File: config.mk
export PLATFORM = sky130hd
export DESIGN_NAME = bcd_tune_loader
export DESIGN_NICKNAME = d
export VERILOG_FILES = /design/src/rtl/tune_pkg.sv /design/src/rtl/tune_edge_sync.sv /design/src/rtl/tune_buffers.sv /design/src/rtl/tune_xfer.sv /design/src/rtl/bcd_tune_loader.sv
export SDC_FILE = /design/constraint.sdc
export NUM_CORES = 1
export LEC_CHECK = 0
export BUFFER_PORTS_ARGS = -buffer_cell sky130_fd_sc_hd__clkbuf_2
export CAP_MARGIN = 25
export CORE_ASPECT_RATIO = 1.1
export CORE_MARGIN = 8
export CORE_UTILIZATION = 47
export DETAILED_ROUTE_END_ITERATION = 10
export HOLD_SLACK_MARGIN = 0.08
export PLACE_DENSITY_LB_ADDON = 0.3
export SETUP_SLACK_MARGIN = 0.05
export SKIP_LAST_GASP = 1
export SLEW_MARGIN = 40
export SYNTH_ARGS = -nofsm -noshare
export SYNTH_HDL_FRONTEND = slang
export SYNTH_SLANG_ARGS = --single-unit
File: constraint.sdc
create_clock -name clk -period 4.46 [get_ports clk]
set_input_delay 0.446 -clock clk [delete_from_list [all_inputs] [get_ports clk]]
set_output_delay 0.446 -clock clk [all_outputs]
set_load 0.1 [all_outputs]
File: src/rtl/tune_pkg.sv
package tune_pkg;

    typedef enum logic [1:0] {
        WR_LANE  = 2'd0,
        WR_PHASE = 2'd1,
        WR_FREQ  = 2'd2,
        WR_BOTH  = 2'd3
    } wr_kind_e;

    // Lane codes sit at the bottom of the address space; the three
    // full-width codes follow directly after the last lane.
    function automatic wr_kind_e decode_addr(input int unsigned a,
                                             input int unsigned lanes);
        if (a < lanes)          return WR_LANE;
        else if (a == lanes)    return WR_PHASE;
        else if (a == lanes + 1) return WR_FREQ;
        else                    return WR_BOTH;
    endfunction

endpackage

File: src/rtl/tune_edge_sync.sv
module tune_edge_sync #(
    parameter int   STAGES = 2,
    parameter logic IDLE   = 1'b0,
    parameter bit   RISE   = 1'b1
) (
    input  logic clk,
    input  logic rst_n,
    input  logic din,
    output logic evt
);
    typedef struct packed {
        logic [STAGES:0] chain;
    } sync_t;

    sync_t st_d, st_q;

    always_comb begin
        st_d.chain = {st_q.chain[STAGES-1:0], din};
    end

    always_ff @(posedge clk or negedge rst_n) begin
        if (!rst_n) st_q <= '{chain: {(STAGES+1){IDLE}}};
        else        st_q <= st_d;
    end

    generate
        if (RISE) begin : g_rise
            assign evt = st_q.chain[STAGES-1] & ~st_q.chain[STAGES];
        end else begin : g_fall
            assign evt = ~st_q.chain[STAGES-1] & st_q.chain[STAGES];
        end
    endgenerate

endmodule

File: src/rtl/tune_buffers.sv
module tune_buffers
    import tune_pkg::*;
#(
    parameter int FREQ_W  = 35,
    parameter int PHASE_W = 3,
    parameter int BYTE_W  = 8,
    parameter int ADDR_W  = 3
) (
    input  logic               clk,
    input  logic               rst_n,
    input  logic               wr_pulse,
    input  logic               cs_n,
    input  logic [ADDR_W-1:0]  addr,
    input  logic [FREQ_W-1:0]  data,
    input  logic [PHASE_W-1:0] phase_in,
    output logic [FREQ_W-1:0]  freq_buf,
    output logic [PHASE_W-1:0] phase_buf
);
    localparam int LANES  = (FREQ_W + BYTE_W - 1) / BYTE_W;
    localparam int WIDE_W = LANES * BYTE_W;

    typedef struct packed {
        logic [FREQ_W-1:0]  freq;
        logic [PHASE_W-1:0] phase;
    } buf_t;

    buf_t               st_d, st_q;
    logic [WIDE_W-1:0]  wide;
    wr_kind_e           kind;

    always_comb begin
        st_d = st_q;
        kind = decode_addr(int'(addr), LANES);
        wide = WIDE_W'(st_q.freq);
        if (wr_pulse && !cs_n) begin
            unique case (kind)
                WR_LANE: begin
                    for (int i = 0; i < LANES; i++) begin
                        if (addr == ADDR_W'(i))
                            wide[i*BYTE_W +: BYTE_W] = data[BYTE_W-1:0];
                    end
                    st_d.freq = wide[FREQ_W-1:0];
                end
                WR_PHASE: st_d.phase = phase_in;
                WR_FREQ:  st_d.freq  = data;
                WR_BOTH: begin
                    st_d.freq  = data;
                    st_d.phase = phase_in;
                end
                default: ;
            endcase
        end
    end

    always_ff @(posedge clk or negedge rst_n) begin
        if (!rst_n) st_q <= '0;
        else        st_q <= st_d;
    end

    assign freq_buf  = st_q.freq;
    assign phase_buf = st_q.phase;

    // a deselected write leaves both holding registers alone
    a_r2_cs_blocks: assert property (@(posedge clk) disable iff (!rst_n)
        (wr_pulse && cs_n) |=> ($stable(freq_buf) && $stable(phase_buf)));

    // writing the lowest lane keeps every higher bit
    a_r3_other_lanes: assert property (@(posedge clk) disable iff (!rst_n)
        (wr_pulse && !cs_n && addr == '0)
        |=> (freq_buf[FREQ_W-1:BYTE_W] == $past(freq_buf[FREQ_W-1:BYTE_W])));

    // a full-width frequency write takes the whole bus
    a_r4_full_word: assert property (@(posedge clk) disable iff (!rst_n)
        (wr_pulse && !cs_n && kind == WR_FREQ) |=> (freq_buf == $past(data)));

endmodule

File: src/rtl/tune_xfer.sv
module tune_xfer #(
    parameter int FREQ_W  = 35,
    parameter int PHASE_W = 3,
    parameter int MIN_GAP = 9
) (
    input  logic               clk,
    input  logic               rst_n,
    input  logic               freq_req,
    input  logic               phase_req,
    input  logic [FREQ_W-1:0]  freq_buf,
    input  logic [PHASE_W-1:0] phase_buf,
    output logic               load_clk,
    output logic [FREQ_W-1:0]  freq_word,
    output logic [PHASE_W-1:0] phase_word,
    output logic               freq_upd,
    output logic               phase_upd,
    output logic               overrun
);
    localparam int GAP_W = $clog2(MIN_GAP + 1);

    typedef struct packed {
        logic               lclk;
        logic               fpend;
        logic               ppend;
        logic [GAP_W-1:0]   gap;
        logic [FREQ_W-1:0]  fword;
        logic [PHASE_W-1:0] pword;
        logic               fupd;
        logic               pupd;
        logic               ovr;
    } xfer_t;

    xfer_t st_d, st_q;
    logic  f_want, p_want;

    always_comb begin
        st_d      = st_q;
        st_d.lclk = ~st_q.lclk;
        st_d.fupd = 1'b0;
        st_d.pupd = 1'b0;
        if (st_q.gap != '0) st_d.gap = st_q.gap - 1'b1;

        f_want = st_q.fpend;
        if (freq_req) begin
            if (st_q.gap == '0) begin
                f_want   = 1'b1;
                st_d.gap = GAP_W'(MIN_GAP - 1);
            end else begin
                st_d.ovr = 1'b1;
            end
        end
        if (f_want) begin
            if (!st_q.lclk) begin
                st_d.fword = freq_buf;
                st_d.fupd  = 1'b1;
                st_d.fpend = 1'b0;
            end else begin
                st_d.fpend = 1'b1;
            end
        end

        p_want = st_q.ppend | phase_req;
        if (p_want) begin
            if (!st_q.lclk) begin
                st_d.pword = phase_buf;
                st_d.pupd  = 1'b1;
                st_d.ppend = 1'b0;
            end else begin
                st_d.ppend = 1'b1;
            end
        end
    end

    always_ff @(posedge clk or negedge rst_n) begin
        if (!rst_n) st_q <= '0;
        else        st_q <= st_d;
    end

    assign load_clk   = st_q.lclk;
    assign freq_word  = st_q.fword;
    assign phase_word = st_q.pword;
    assign freq_upd   = st_q.fupd;
    assign phase_upd  = st_q.pupd;
    assign overrun    = st_q.ovr;

    // frequency transfers happen on an edge where the divider was low
    a_r6_freq_on_low: assert property (@(posedge clk) disable iff (!rst_n)
        freq_upd |-> load_clk);

    // same alignment for phase transfers
    a_r7_phase_on_low: assert property (@(posedge clk) disable iff (!rst_n)
        phase_upd |-> load_clk);

    // the overrun flag never clears outside reset
    a_r8_sticky: assert property (@(posedge clk) disable iff (!rst_n)
        overrun |=> overrun);

    // active words move only together with their update pulse
    a_r9_freq_hold: assert property (@(posedge clk) disable iff (!rst_n)
        !freq_upd |-> $stable(freq_word));
    a_r9_phase_hold: assert property (@(posedge clk) disable iff (!rst_n)
        !phase_upd |-> $stable(phase_word));

endmodule

File: src/rtl/bcd_tune_loader.sv
module bcd_tune_loader #(
    parameter int FREQ_W      = 35,
    parameter int PHASE_W     = 3,
    parameter int BYTE_W      = 8,
    parameter int ADDR_W      = 3,
    parameter int MIN_GAP     = 9,
    parameter int SYNC_STAGES = 2
) (
    input  logic               clk,
    input  logic               rst_n,
    input  logic               wr_strobe,
    input  logic               cs_n,
    input  logic [ADDR_W-1:0]  addr,
    input  logic [FREQ_W-1:0]  data_bus,
    input  logic [PHASE_W-1:0] phase_in,
    input  logic               freq_load,
    input  logic               phase_load,
    output logic               load_clk,
    output logic [FREQ_W-1:0]  freq_word,
    output logic [PHASE_W-1:0] phase_word,
    output logic               freq_upd,
    output logic               phase_upd,
    output logic               freq_overrun
);
    localparam int   N_SYNC     = 3;
    localparam logic [N_SYNC-1:0] IDLE_LVL  = 3'b110;  // strobe idles low, loads idle high
    localparam logic [N_SYNC-1:0] RISE_SENS = 3'b001;  // strobe acts on rise, loads on fall

    logic [N_SYNC-1:0] raw_in;
    logic [N_SYNC-1:0] evt;
    logic [FREQ_W-1:0]  freq_buf;
    logic [PHASE_W-1:0] phase_buf;

    assign raw_in = {phase_load, freq_load, wr_strobe};

    genvar g;
    generate
        for (g = 0; g < N_SYNC; g++) begin : g_sync
            tune_edge_sync #(
                .STAGES (SYNC_STAGES),
                .IDLE   (IDLE_LVL[g]),
                .RISE   (RISE_SENS[g])
            ) u_sync (
                .clk   (clk),
                .rst_n (rst_n),
                .din   (raw_in[g]),
                .evt   (evt[g])
            );
        end
    endgenerate

    tune_buffers #(
        .FREQ_W  (FREQ_W),
        .PHASE_W (PHASE_W),
        .BYTE_W  (BYTE_W),
        .ADDR_W  (ADDR_W)
    ) u_buf (
        .clk       (clk),
        .rst_n     (rst_n),
        .wr_pulse  (evt[0]),
        .cs_n      (cs_n),
        .addr      (addr),
        .data      (data_bus),
        .phase_in  (phase_in),
        .freq_buf  (freq_buf),
        .phase_buf (phase_buf)
    );

    tune_xfer #(
        .FREQ_W  (FREQ_W),
        .PHASE_W (PHASE_W),
        .MIN_GAP (MIN_GAP)
    ) u_xfer (
        .clk        (clk),
        .rst_n      (rst_n),
        .freq_req   (evt[1]),
        .phase_req  (evt[2]),
        .freq_buf   (freq_buf),
        .phase_buf  (phase_buf),
        .load_clk   (load_clk),
        .freq_word  (freq_word),
        .phase_word (phase_word),
        .freq_upd   (freq_upd),
        .phase_upd  (phase_upd),
        .overrun    (freq_overrun)
    );

endmodule

* Word level (Yosys, flattened, before mapping)
Cells that the tools add are included.
Storage, ports and cells: input bits 47, flip-flop bits (word level) 95
Operators by class: $add $sub $neg 1, multiplexer cells 18, magnitude comparators 1, reduce and logical (&&, ||, !) cells 18, equal/unequal tests 14, bitwise logic cells 9
Operators with widths (count):
- $pmux 35 s2 | 1
- $mux 8 | 4
- $reduce_and 3->1 | 5
- $mux 4 | 3
- $ne 2x1->1 const B | 5
- $eq 3x3->1 const B | 3
- $reduce_and 2->1 | 4
- $mux 1 | 7
- $eq 3x2->1 const B | 2
- $not 1->1 | 5
- $eq 2x2->1 const B | 2
- $logic_not 4->1 | 1
- $mux 2 | 2
- $reduce_bool 4->1 | 1
- $reduce_or 2->1 | 2
- $sub 4x1->4 const B | 1
- $and 1x1->1 | 3
- $eq 3x1->1 const B | 1
- $logic_not 3->1 | 1
- $lt 3x3->1 const B | 1
- $mux 3 | 1
- $eq 2x1->1 const B | 1
- $logic_not 2->1 | 1
- $reduce_bool 2->1 | 1
- 3 further kinds | 3

* Logic depth before layout (Yosys ltp)
Gate-level depths: netlist of the first run.
word-level depth 8, depth in mapped cells 7, gate-level depth less buffers 7

* By module
Synthesis of the first run repeated with hierarchy kept, for this count alone.
Unflattened totals: cells, all modules 292, area, all modules 4376.7 um2
Modules (own cells, without submodules):
- tune_xfer | instances 1, cells an instance 155, seq. area each 1201.2 um2, area an instance 2257.2 um2
- tune_buffers | instances 1, cells an instance 125, seq. area each 950.9 um2, area an instance 1845.5 um2
- tune_edge_sync (g_sync[1].u_sync ...) | instances 2, cells an instance 4, seq. area each 78.8 um2, area an instance 92.6 um2
- tune_edge_sync (g_sync[0].u_sync) | instances 1, cells an instance 4, seq. area each 75.1 um2, area an instance 88.8 um2

* Least setup slack after synthesis of the first run
No wires, ideal clock.
path kind register -> register, start point register u_xfer.st_q (netlist bit u_xfer.load_clk), end point register u_xfer.st_q (netlist bit u_xfer.freq_word[0]), library setup time 125 ps, slack 2320 ps, data arrival time 2015 ps, stages on the path, launching flop included 5, buffers on the path 1, required time 4335 ps, cells stage by stage dfrtp_1 inv_1 a31oi_4 buf_6 mux2_2
RTL lines:
- from (decl) | RTL line tune_xfer.sv:33 | xfer_t st_d, st_q;
- from (signal assigned) | RTL line tune_xfer.sv:76 | else st_q <= st_d;

* Worst setup path after layout of the first run
start point register g_sync[0].u_sync.st_q[2] in the netlist's numbering, end point register u_buf.st_q (netlist bit u_buf.freq_buf[20])
Between the ends: cells in the longest elaborated chain, start to end 4
RTL lines:
- from (decl) | RTL line tune_edge_sync.sv:15 | sync_t st_d, st_q;
- from (signal assigned) | RTL line tune_edge_sync.sv:22 | if (!rst_n) st_q <= '{chain: {(STAGES+1){IDLE}}};
- from (signal assigned) | RTL line tune_edge_sync.sv:23 | else st_q <= st_d;
- $not 1->1 | RTL line tune_edge_sync.sv:28 | assign evt = st_q.chain[STAGES-1] & ~st_q.chain[STAGES];
- $and 1x1->1 | RTL line tune_edge_sync.sv:28
- $logic_and 1x1->1 | RTL line tune_buffers.sv:35 | if (wr_pulse && !cs_n) begin
- $reduce_and 3->1 (no source line)
- to (signal assigned) | RTL line tune_buffers.sv:57 | else st_q <= st_d;
- to (decl) | RTL line tune_buffers.sv:27 | buf_t st_d, st_q;
Every way passes these cells. A chain may end at the register's enable or synchronous reset.

==> key figures, run 1 <==
Status
  • Status: finished, final reports clean

Finish
  • Final Cell Area: 4612 um2
  • Layout cells sized above 1: 0.5139
  • Commonest non-fill, non-tap cells in the layout: dfrtp_1, clkbuf_2, mux2_2
  • ANT cells: 0
  • Area growth, synth to finish: 10.72%
  • Finished Core Util: 0.5278
  • # fillers: 790
  • Commonest non-fill, non-tap cell in the layout: dfrtp_1
  • Final nets: 404

Die
  • Die ar.: 12130 um2
  • DIE HEIGHT: 114.7 um
  • Die width: 105.8 um
  • Ports: 89
  • Core box area: 8738 um2
  • Initial Util: 0.4767
  • Row count: 36

Global routing
  • Largest net degree at the start of global routing: 73
  • Number of global-route vias before repair: 2472
  • GR Overflow Total: 0
  • First-pass GRT wire length: 13.18 mm
  • All-Layer GR Usage: 0.1426
  • Initial antenna violation count: 0

STA
  • Final setup violation count: 0
  • Tcrit/Tclk final: 0.4480
  • Final hold viol count: 0
  • Max Clk Rate: 500.5 MHz
  • PnR worst setup slack: 2.462 ns
  • Max-slew violation count: 0
  • Clk_skew: 0.01134 ns
  • Max transition margin: 0.5728
  • Worst Max-Slew Pin Slew: 0.6400 ns
  • Min cycle time layout: 1.998 ns
  • RSZ-0062 raised after global routing: no
  • Setup TNS: 0 ns

Worst setup path
  • Worst-path cell chain: nor3b_4 > nand3_1 > mux2_2
  • R2r setup slk: 2.46 ns
  • CP Class: flop to flop
  • FF-to-FF Start: g_sync[0].u_sync.st_q[2]
  • Delay-heaviest family, CP: simple AND/OR/NAND/NOR gates
  • Crit-path max FO: 14
  • WP data required: 4.70 ns
  • CP Capture Type: flop
  • Crit path launch type: flop
  • CP Data Arrival Time: 2.24 ns
  • Crit path buf inv count: 0
  • Highest-delay cell along the critical path: nor3b_4
  • Highest cell delay on the worst timing path: 0.58 ns
  • FF-to-FF path depth: 3
  • Reg-to-Reg End: u_buf.freq_buf[20]

Clock tree
  • Maximum clock insertion buffer count: 2
  • Setup Buffers After CTS: 0
  • CTS Root Buffer Type: clkbuf_8
  • Resized Gates After CTS: 0
  • CTS tree: yes
  • Later-pin clock latency in the skew report: 0.36 ns
  • TritonCTS Buffers: 9
  • H-Tree Depth: 3
  • Clock Sinks: 95
  • Hold_buf cts: 0
  • Clk slew on worst S/H paths: 0.09 ns

Routing
  • DR top layer: met4
  • Number of detailed-route iterations in the first pass: 4
  • WL met2: 3.944 mm
  • Post-route DRC: 0
  • Vias: 2350
  • Initial DRC Count: 73
  • WL/cell: 17.67 um
  • Via-to-Cell Ratio: 4.958
  • Met3 WL: 460 um
  • Antenna viol nets, final: 0
  • WL final: 8.376 mm
  • Met1 wire length: 3.742 mm

Synth
  • Adder-cell share of the synthesized area: 0.006008
  • Average size of a mapped cell: 13.75 um2
  • Synthesized cell area: 4165 um2
  • YS warnings: 0
  • Post-Synthesis Cells: 303
  • Main combinational cell family by area after synthesis: multiplexers
  • Mux share of post-synthesis cell area: 0.2091
  • FF+latch count, synth: 95
  • Unique cell type count in the Yosys netlist: 32
  • Post-synthesis compound-gate area fraction: 0.07299
  • Syn Nets: 352
  • Post-synthesis sequential area ratio: 0.5725
  • Post-Synth XOR/XNOR Area: 0
  • Post-synthesis simple-gate area fraction: 0.03214

Place
  • Hpwl dp: 6.049 mm
  • Final RePlAce weighted congestion: 0.7606
  • Placed Area: 4383 um2
  • Port bufs: 88
  • Pre-CTS setup slack: 2.064 ns

Job
  • Total of max-cap violations: 0

Hold path
  • Hold Crit Class: input pin to async pin
[synth_stat cells, drive strengths merged]
| master | n | area share |
|---|---|---|
| inv | 16 | 0.014 |
| nor3 | 2 | 0.0024 |
| o211a | 1 | 0.0024 |
| o22ai | 8 | 0.012 |
| mux2i | 9 | 0.022 |
| nand3 | 3 | 0.0036 |
| a2bb2oi | 8 | 0.017 |
| nor2 | 4 | 0.0036 |
| or3b | 1 | 0.0021 |
| and3 | 1 | 0.0015 |
| dfstp | 6 | 0.038 |
| a21oi | 14 | 0.017 |
| nand2b | 3 | 0.0045 |
| o31ai | 2 | 0.0036 |
| a31oi | 1 | 0.0051 |
| o21ai | 3 | 0.0045 |
| dfrtp | 89 | 0.53 |
| nor3b | 2 | 0.0075 |
| a21boi | 4 | 0.0099 |
| nor2b | 3 | 0.0045 |
| nand2 | 1 | 0.00090 |
| a21o | 1 | 0.0018 |
| mux2 | 69 | 0.19 |
| and2 | 1 | 0.0015 |
| buf | 49 | 0.093 |
| ha | 2 | 0.0060 |
[layer usage]
layer	track usage	vias to the layer above
met1	0.1730	1155
met2	0.2204	62
met3	0.04260	15
met4	0.08638	0
li1	-	1118
met5	0	-
[registers in the layout, summed over array words and instances (netlist names), 3 cells and up]
| signal | cells |
|---|---|
| u_buf.freq_buf | 35 |
| u_xfer.phase_word | 3 |
| g_sync.u_sync.st_q | 9 |
| u_xfer.st_q | 6 |
| u_xfer.freq_word | 35 |
| u_buf.phase_buf | 3 |
[logic make-up after synthesis]
logic type,after synthesis
DFF,95
and+or+nand+nor,21
adders and majority gates,2
buffers and inverters,65
muxes,78
AOI/OAI and AO/OA,42
[through the flow]
stage | instances | hold WS [ns]
after CTS | 474 | 0.09797
final | 474 | 0.08416
after global routing | 474 | 0.1220
after floorplan | 303 | 0.1504
after global placement | 458 | 0.3361
after detailed placement | 458 | 0.3397
[area by class of cell]
cell class                 instances  area (um2)  share of cell area
clock buffer                      11       141.4             0.03066
tap                              114       142.6             0.03093
timing repair buffer              90       461.7              0.1001
sequential                        95        2385              0.5171
multi-input combinational        143        1340              0.2906
inverter                          16       60.06             0.01302
clock inverter                     5       81.33             0.01763
[worst max-delay path by stage]
stage,cells after the start,from,endpoint,slack (ns)
6_report,3,g_sync[0].u_sync.st_q[2],u_buf.freq_buf[20],2.46
5_1_grt,3,g_sync[0].u_sync.st_q[2],u_buf.freq_buf[20],2.31
3_3_place_gp,4,cs_n,u_buf.freq_buf[23],2.12
3_5_place_dp,4,cs_n,u_buf.freq_buf[23],2.06
2_1_floorplan,4,u_xfer.load_clk,u_xfer.freq_word[0],2.32
4_1_cts,3,g_sync[0].u_sync.st_q[2],u_buf.freq_buf[20],2.18
Power of run 1 is left out: the tool's default activity adds up to more than one toggle a clock period on the data nets, which glitch-free logic cannot reach.
==> inputs of run 2 (changes only) <==
==> constraint.sdc (replaced) <==
create_clock -name clk -period 1.6 [get_ports clk]
set_input_delay 0.16 -clock clk [delete_from_list [all_inputs] [get_ports clk]]
set_output_delay 0.16 -clock clk [all_outputs]
set_load 0.1 [all_outputs]
==> key figures, run 2 (same netlist as run 1, synthesis figures left out) <==
Global routing
  • Number of global-route vias before repair: 2730 (+10%)
  • All-Layer GR Usage: 0.1509 (+0.008250)
  • Initial antenna violation count: 0 (unchanged)
  • First-pass GRT wire length: 14.12 mm (+7.2%)
  • GR Overflow Total: 0 (unchanged)
  • Largest net degree at the start of global routing: 32 (-56%)

Die
  • DIE HEIGHT: 114.7 um (unchanged)
  • Core box area: 8738 um2 (unchanged)
  • Ports: 89 (unchanged)
  • Row count: 36 (unchanged)
  • Die width: 105.8 um (unchanged)
  • Die ar.: 12130 um2 (unchanged)
  • Initial Util: 0.4767 (unchanged)

Routing
  • Via-to-Cell Ratio: 4.966 (+0.17%)
  • WL/cell: 17.40 um (-1.5%)
  • Initial DRC Count: 106 (+45%)
  • WL final: 8.823 mm (+5.3%)
  • Post-route DRC: 0 (unchanged)
  • Antenna viol nets, final: 0 (unchanged)
  • Number of detailed-route iterations in the first pass: 4 (unchanged)
  • Vias: 2518 (+7.1%)

Clock tree
  • Clk slew on worst S/H paths: 0.09 ns (about the same)
  • TritonCTS Buffers: 9 (unchanged)
  • CTS Root Buffer Type: clkbuf_8
  • Clock Sinks: 95 (unchanged)
  • H-Tree Depth: 3 (unchanged)
  • Later-pin clock latency in the skew report: 0.36 ns (about the same)
  • CTS tree: yes
  • Maximum clock insertion buffer count: 2 (unchanged)

Finish
  • Area growth, synth to finish: 21.90%
  • Fin cells: 507 (+7.0%)
  • Area of the multi-input gates: 1429 um2 (+6.6%)
  • # fillers: 727 (-8.0%)
  • Final nets: 437 (+8.2%)
  • ANT cells: 0 (unchanged)
  • Layout cells sized above 1: 0.5649 (+0.05100)
  • Commonest non-fill, non-tap cells in the layout: dfrtp_1, clkbuf_2, mux2_2
  • FF/Latch Area: 2389 um2 (+0.16%)
  • Commonest non-fill, non-tap cell in the layout: dfrtp_1

STA
  • Final setup violation count: 11 (+11)
  • Final hold viol count: 0 (unchanged)
  • PnR worst setup slack: -0.02585 ns (-2.488 ns)
  • Worst Max-Slew Pin Slew: 0.5679 ns (-0.07210 ns)
  • RSZ-0062 raised after global routing: yes
  • Clk_skew: 0.01226 ns (+0.0009149 ns)
  • Max transition margin: 0.6230 (+0.05013)
  • Min cycle time layout: 1.626 ns (-0.3721 ns)
  • Max Clk Rate: 615.1 MHz (+23%)
  • Setup TNS: -0.1067 ns (-0.1067 ns)
  • Tcrit/Tclk final: 1.016 (+0.5682)
  • Max-slew violation count: 0 (unchanged)
  • Final hold slack: 0.1051 ns (+0.02090 ns)

Place
  • Placed Instances: 478 (+4.4%)
  • Hpwl dp: 6.701 mm (+11%)
  • Port bufs: 88 (unchanged)
  • Final RePlAce weighted congestion: 0.7688 (+1.1%)

Worst setup path
  • CP Data Arrival Time: 1.87 ns (-0.37 ns)
  • CP Class: flop to flop
  • CP Capture Type: flop
  • FF-to-FF path depth: 6 (+3)
  • Crit path launch type: flop
  • Crit-path max FO: 15 (+1)
  • WP data required: 1.84 ns (-2.86 ns)

Status
  • Status: finished with violations
  • Failing checks: setup timing

Hold path
  • Hold Crit Class: input pin to flop
  • Worst hold stages: 3

Job
  • Total of max-cap violations: 0 (unchanged)
run 2: path summary, 6_finish.rpt:
path                                     startpoint                        to  slack, ns
max in group asynchronous                     rst_n         u_buf.freq_buf[1]       0.65
min                                    data_bus[33]        u_buf.freq_buf[33]       0.11
min reg2reg                g_sync[0].u_sync.st_q[0]  g_sync[0].u_sync.st_q[1]       0.36
max                                 u_xfer.st_q[41]       u_xfer.freq_word[8]      -0.03
min in group asynchronous                     rst_n      u_xfer.freq_word[15]       0.23
max reg2reg                         u_xfer.st_q[41]       u_xfer.freq_word[8]      -0.03
run 2: repair_timing:
item,4_1_cts,5_1_grt
hold buffers,8,0
setup buffers,1,4
pin swaps,1,2
resized for setup,4,8
setup endpoints to repair,49,55
endpoints found under the hold margin,68,0
run 2: routing by layer:
metal,part of all wire,vias up,global-route usage
met5,0,-,0
met4,0.021,0,0.08169
met3,0.067,15,0.03980
met2,0.49,70,0.2417
met1,0.42,1252,0.1829
li1,-,1181,-
run 2: through the flow:
stage | setup slack (ns) | util | area [um2]
floorplan | -0.05216 | - | 4232
global placement | -0.03007 | 0.5288 | 4621
detailed placement | -0.06876 | 0.5288 | 4621
CTS | -0.05211 | 0.5742 | 5017
global route | -0.08832 | 0.5810 | 5077
finish | -0.02585 | 0.5810 | 5077
run 2: critical path, cell delays in order, from the launching register on:
cell     delay (ns)
dfrtp_1        0.37
inv_2          0.06
ha_4           0.15
nor3b_4        0.16
a31oi_4        0.24
buf_12         0.20
mux2_2         0.34
run 2: final cells by class:
| class | instances | area share |
|---|---|---|
| clock inverters | 7 | 0.03302 |
| repair buffers | 123 | 0.1493 |
| multi-input cells | 143 | 0.2814 |
| clock buffers | 9 | 0.02440 |
| well taps | 114 | 0.02809 |
| flip-flops and latches | 95 | 0.4704 |
| inverters | 16 | 0.01331 |
Power of run 2 is left out for the same reason.
==> inputs of run 3 (changes only) <==
==> constraint.sdc (replaced) <==
create_clock -name clk -period 1.68 [get_ports clk]
set_input_delay 0.168 -clock clk [delete_from_list [all_inputs] [get_ports clk]]
set_output_delay 0.168 -clock clk [all_outputs]
set_load 0.1 [all_outputs]
==> key figures, run 3 (same netlist as run 1, synthesis figures left out) <==
Status
  • Status: finished, final reports clean

Global routing
  • Initial antenna violation count: 0 (unchanged)
  • All-Layer GR Usage: 0.1532 (+0.002269)
  • Largest net degree at the start of global routing: 40 (+25%)
  • First-pass GRT wire length: 14.43 mm (+2.1%)
  • Number of global-route vias before repair: 2699 (-1.1%)
  • GR Overflow Total: 0 (unchanged)

Place
  • Final RePlAce weighted congestion: 0.7743 (+0.72%)
  • Hpwl dp: 6.531 mm (-2.5%)
  • Port bufs: 88 (unchanged)

STA
  • Setup TNS: 0 ns (+0.1067 ns)
  • Min cycle time layout: 1.640 ns (+0.01447 ns)
  • Max-slew violation count: 0 (unchanged)
  • Worst Max-Slew Pin Slew: 0.5653 ns (-0.002653 ns)
  • Final setup violation count: 0 (-11)
  • Clk_skew: 0.01112 ns (-0.001137 ns)
  • RSZ-0062 raised after global routing: yes
  • Tcrit/Tclk final: 0.9764 (-0.03978)
  • Max transition margin: 0.6247 (+0.001762)
  • Final hold viol count: 0 (unchanged)
  • Max Clk Rate: 609.6 MHz (-0.88%)

Worst setup path
  • CP Data Arrival Time: 1.89 ns (+0.02 ns)
  • CP Class: flop to flop
  • WP data required: 1.92 ns (+0.08 ns)
  • Crit path launch type: flop
  • Worst-path cell chain: inv_2 > ha_4 > nor3b_4 > a31oi_4 > buf_12 > mux2_2
  • Delay-heaviest family, CP: flip-flops
  • CP Capture Type: flop
  • Crit path buf inv count: 2 (unchanged)
  • Highest cell delay on the worst timing path: 0.37 ns (about the same)
  • Crit-path max FO: 15 (unchanged)
  • Highest-delay cell along the critical path: dfrtp_1

Clock tree
  • CTS Root Buffer Type: clkbuf_8
  • H-Tree Depth: 3 (unchanged)
  • TritonCTS Buffers: 9 (unchanged)
  • Clock Sinks: 95 (unchanged)
  • Later-pin clock latency in the skew report: 0.36 ns (about the same)
  • CTS tree: yes
  • Maximum clock insertion buffer count: 2 (unchanged)
  • Clk slew on worst S/H paths: 0.10 ns (about the same)

Finish
  • # fillers: 762 (+4.8%)
  • Layout cells sized above 1: 0.5426 (-0.02225)
  • Area growth, synth to finish: 18.98%
  • ANT cells: 0 (unchanged)
  • Final nets: 431 (-1.4%)
  • Commonest non-fill, non-tap cells in the layout: dfrtp_1, clkbuf_2, mux2_2
  • Commonest non-fill, non-tap cell in the layout: dfrtp_1

Die
  • DIE HEIGHT: 114.7 um (unchanged)
  • Core box area: 8738 um2 (unchanged)
  • Initial Util: 0.4767 (unchanged)
  • Row count: 36 (unchanged)
  • Ports: 89 (unchanged)
  • Die ar.: 12130 um2 (unchanged)
  • Die width: 105.8 um (unchanged)

Routing
  • WL/cell: 17.46 um (+0.31%)
  • Via-to-Cell Ratio: 5.016 (+1.0%)
  • Antenna viol nets, final: 0 (unchanged)
  • Vias: 2513 (-0.20%)
  • Number of detailed-route iterations in the first pass: 4 (unchanged)
  • Post-route DRC: 0 (unchanged)
  • WL final: 8.746 mm (-0.87%)
  • Initial DRC Count: 74 (-30%)

Hold path
  • Hold Crit Class: input pin to flop

Job
  • Total of max-cap violations: 0 (unchanged)
==> run 3: final timing paths <==
path                                            endpoint                      from  slack [ns]  cells past startpoint
worst max-delay path                 u_xfer.freq_word[2]           u_xfer.st_q[41]        0.04                      6
worst min-delay path                  u_buf.freq_buf[16]              data_bus[16]        0.09                      3
worst max register to register       u_xfer.freq_word[2]           u_xfer.st_q[41]        0.04                      6
worst min register to register  g_sync[2].u_sync.st_q[1]  g_sync[2].u_sync.st_q[0]        0.35                      0
max in group asynchronous       g_sync[1].u_sync.st_q[2]                     rst_n        0.77                      3
min in group asynchronous       g_sync[0].u_sync.st_q[0]                     rst_n        0.27                      2
==> run 3: worst register-to-register path, stage by stage (launching register included) <==
cell     delay [ns]
dfrtp_1        0.37
inv_2          0.06
ha_4           0.15
nor3b_4        0.15
a31oi_4        0.23
buf_12         0.20
mux2_2         0.36
==> run 3: area by class of cell <==
type | count | area [um2] | area share
inverters | 16 | 62.56 | 0.01262
clock buffers | 9 | 123.9 | 0.02499
multi-input cells | 143 | 1394 | 0.2812
repair buffers | 117 | 724.4 | 0.1462
well taps | 114 | 142.6 | 0.02878
flip-flops and latches | 95 | 2389 | 0.4819
clock inverters | 7 | 120.1 | 0.02424
==> run 3: what timing repair did <==
action	4_1_cts	5_1_grt
setup endpoints to repair	27	36
setup buffers	1	0
hold endpoints to repair	38	0
hold buffers	9	0
gates resized for setup	1	1
==> run 3: layer usage <==
layer | part of all wire | up-vias | global-route usage
li1 | - | 1178 | -
met2 | 0.50 | 58 | 0.2454
met3 | 0.059 | 11 | 0.04596
met5 | 0 | - | 0
met4 | 0.019 | 0 | 0.07042
met1 | 0.43 | 1266 | 0.1866
==> run 3: metrics by stage <==
stage	setup WS (ns)	instance area [um2]	std cells	utilization	hold WS, ns
after floorplan	0.02784	4232	303	-	-0.1276
after global placement	0.03850	4611	475	0.5276	0.1335
after global routing	-0.003686	4956	501	0.5672	0.09595
after detailed placement	0.01435	4611	475	0.5276	0.1376
after CTS	0.02542	4956	501	0.5672	0.08344
final	0.03969	4956	501	0.5672	0.09384
Power of run 3 is left out for the same reason.
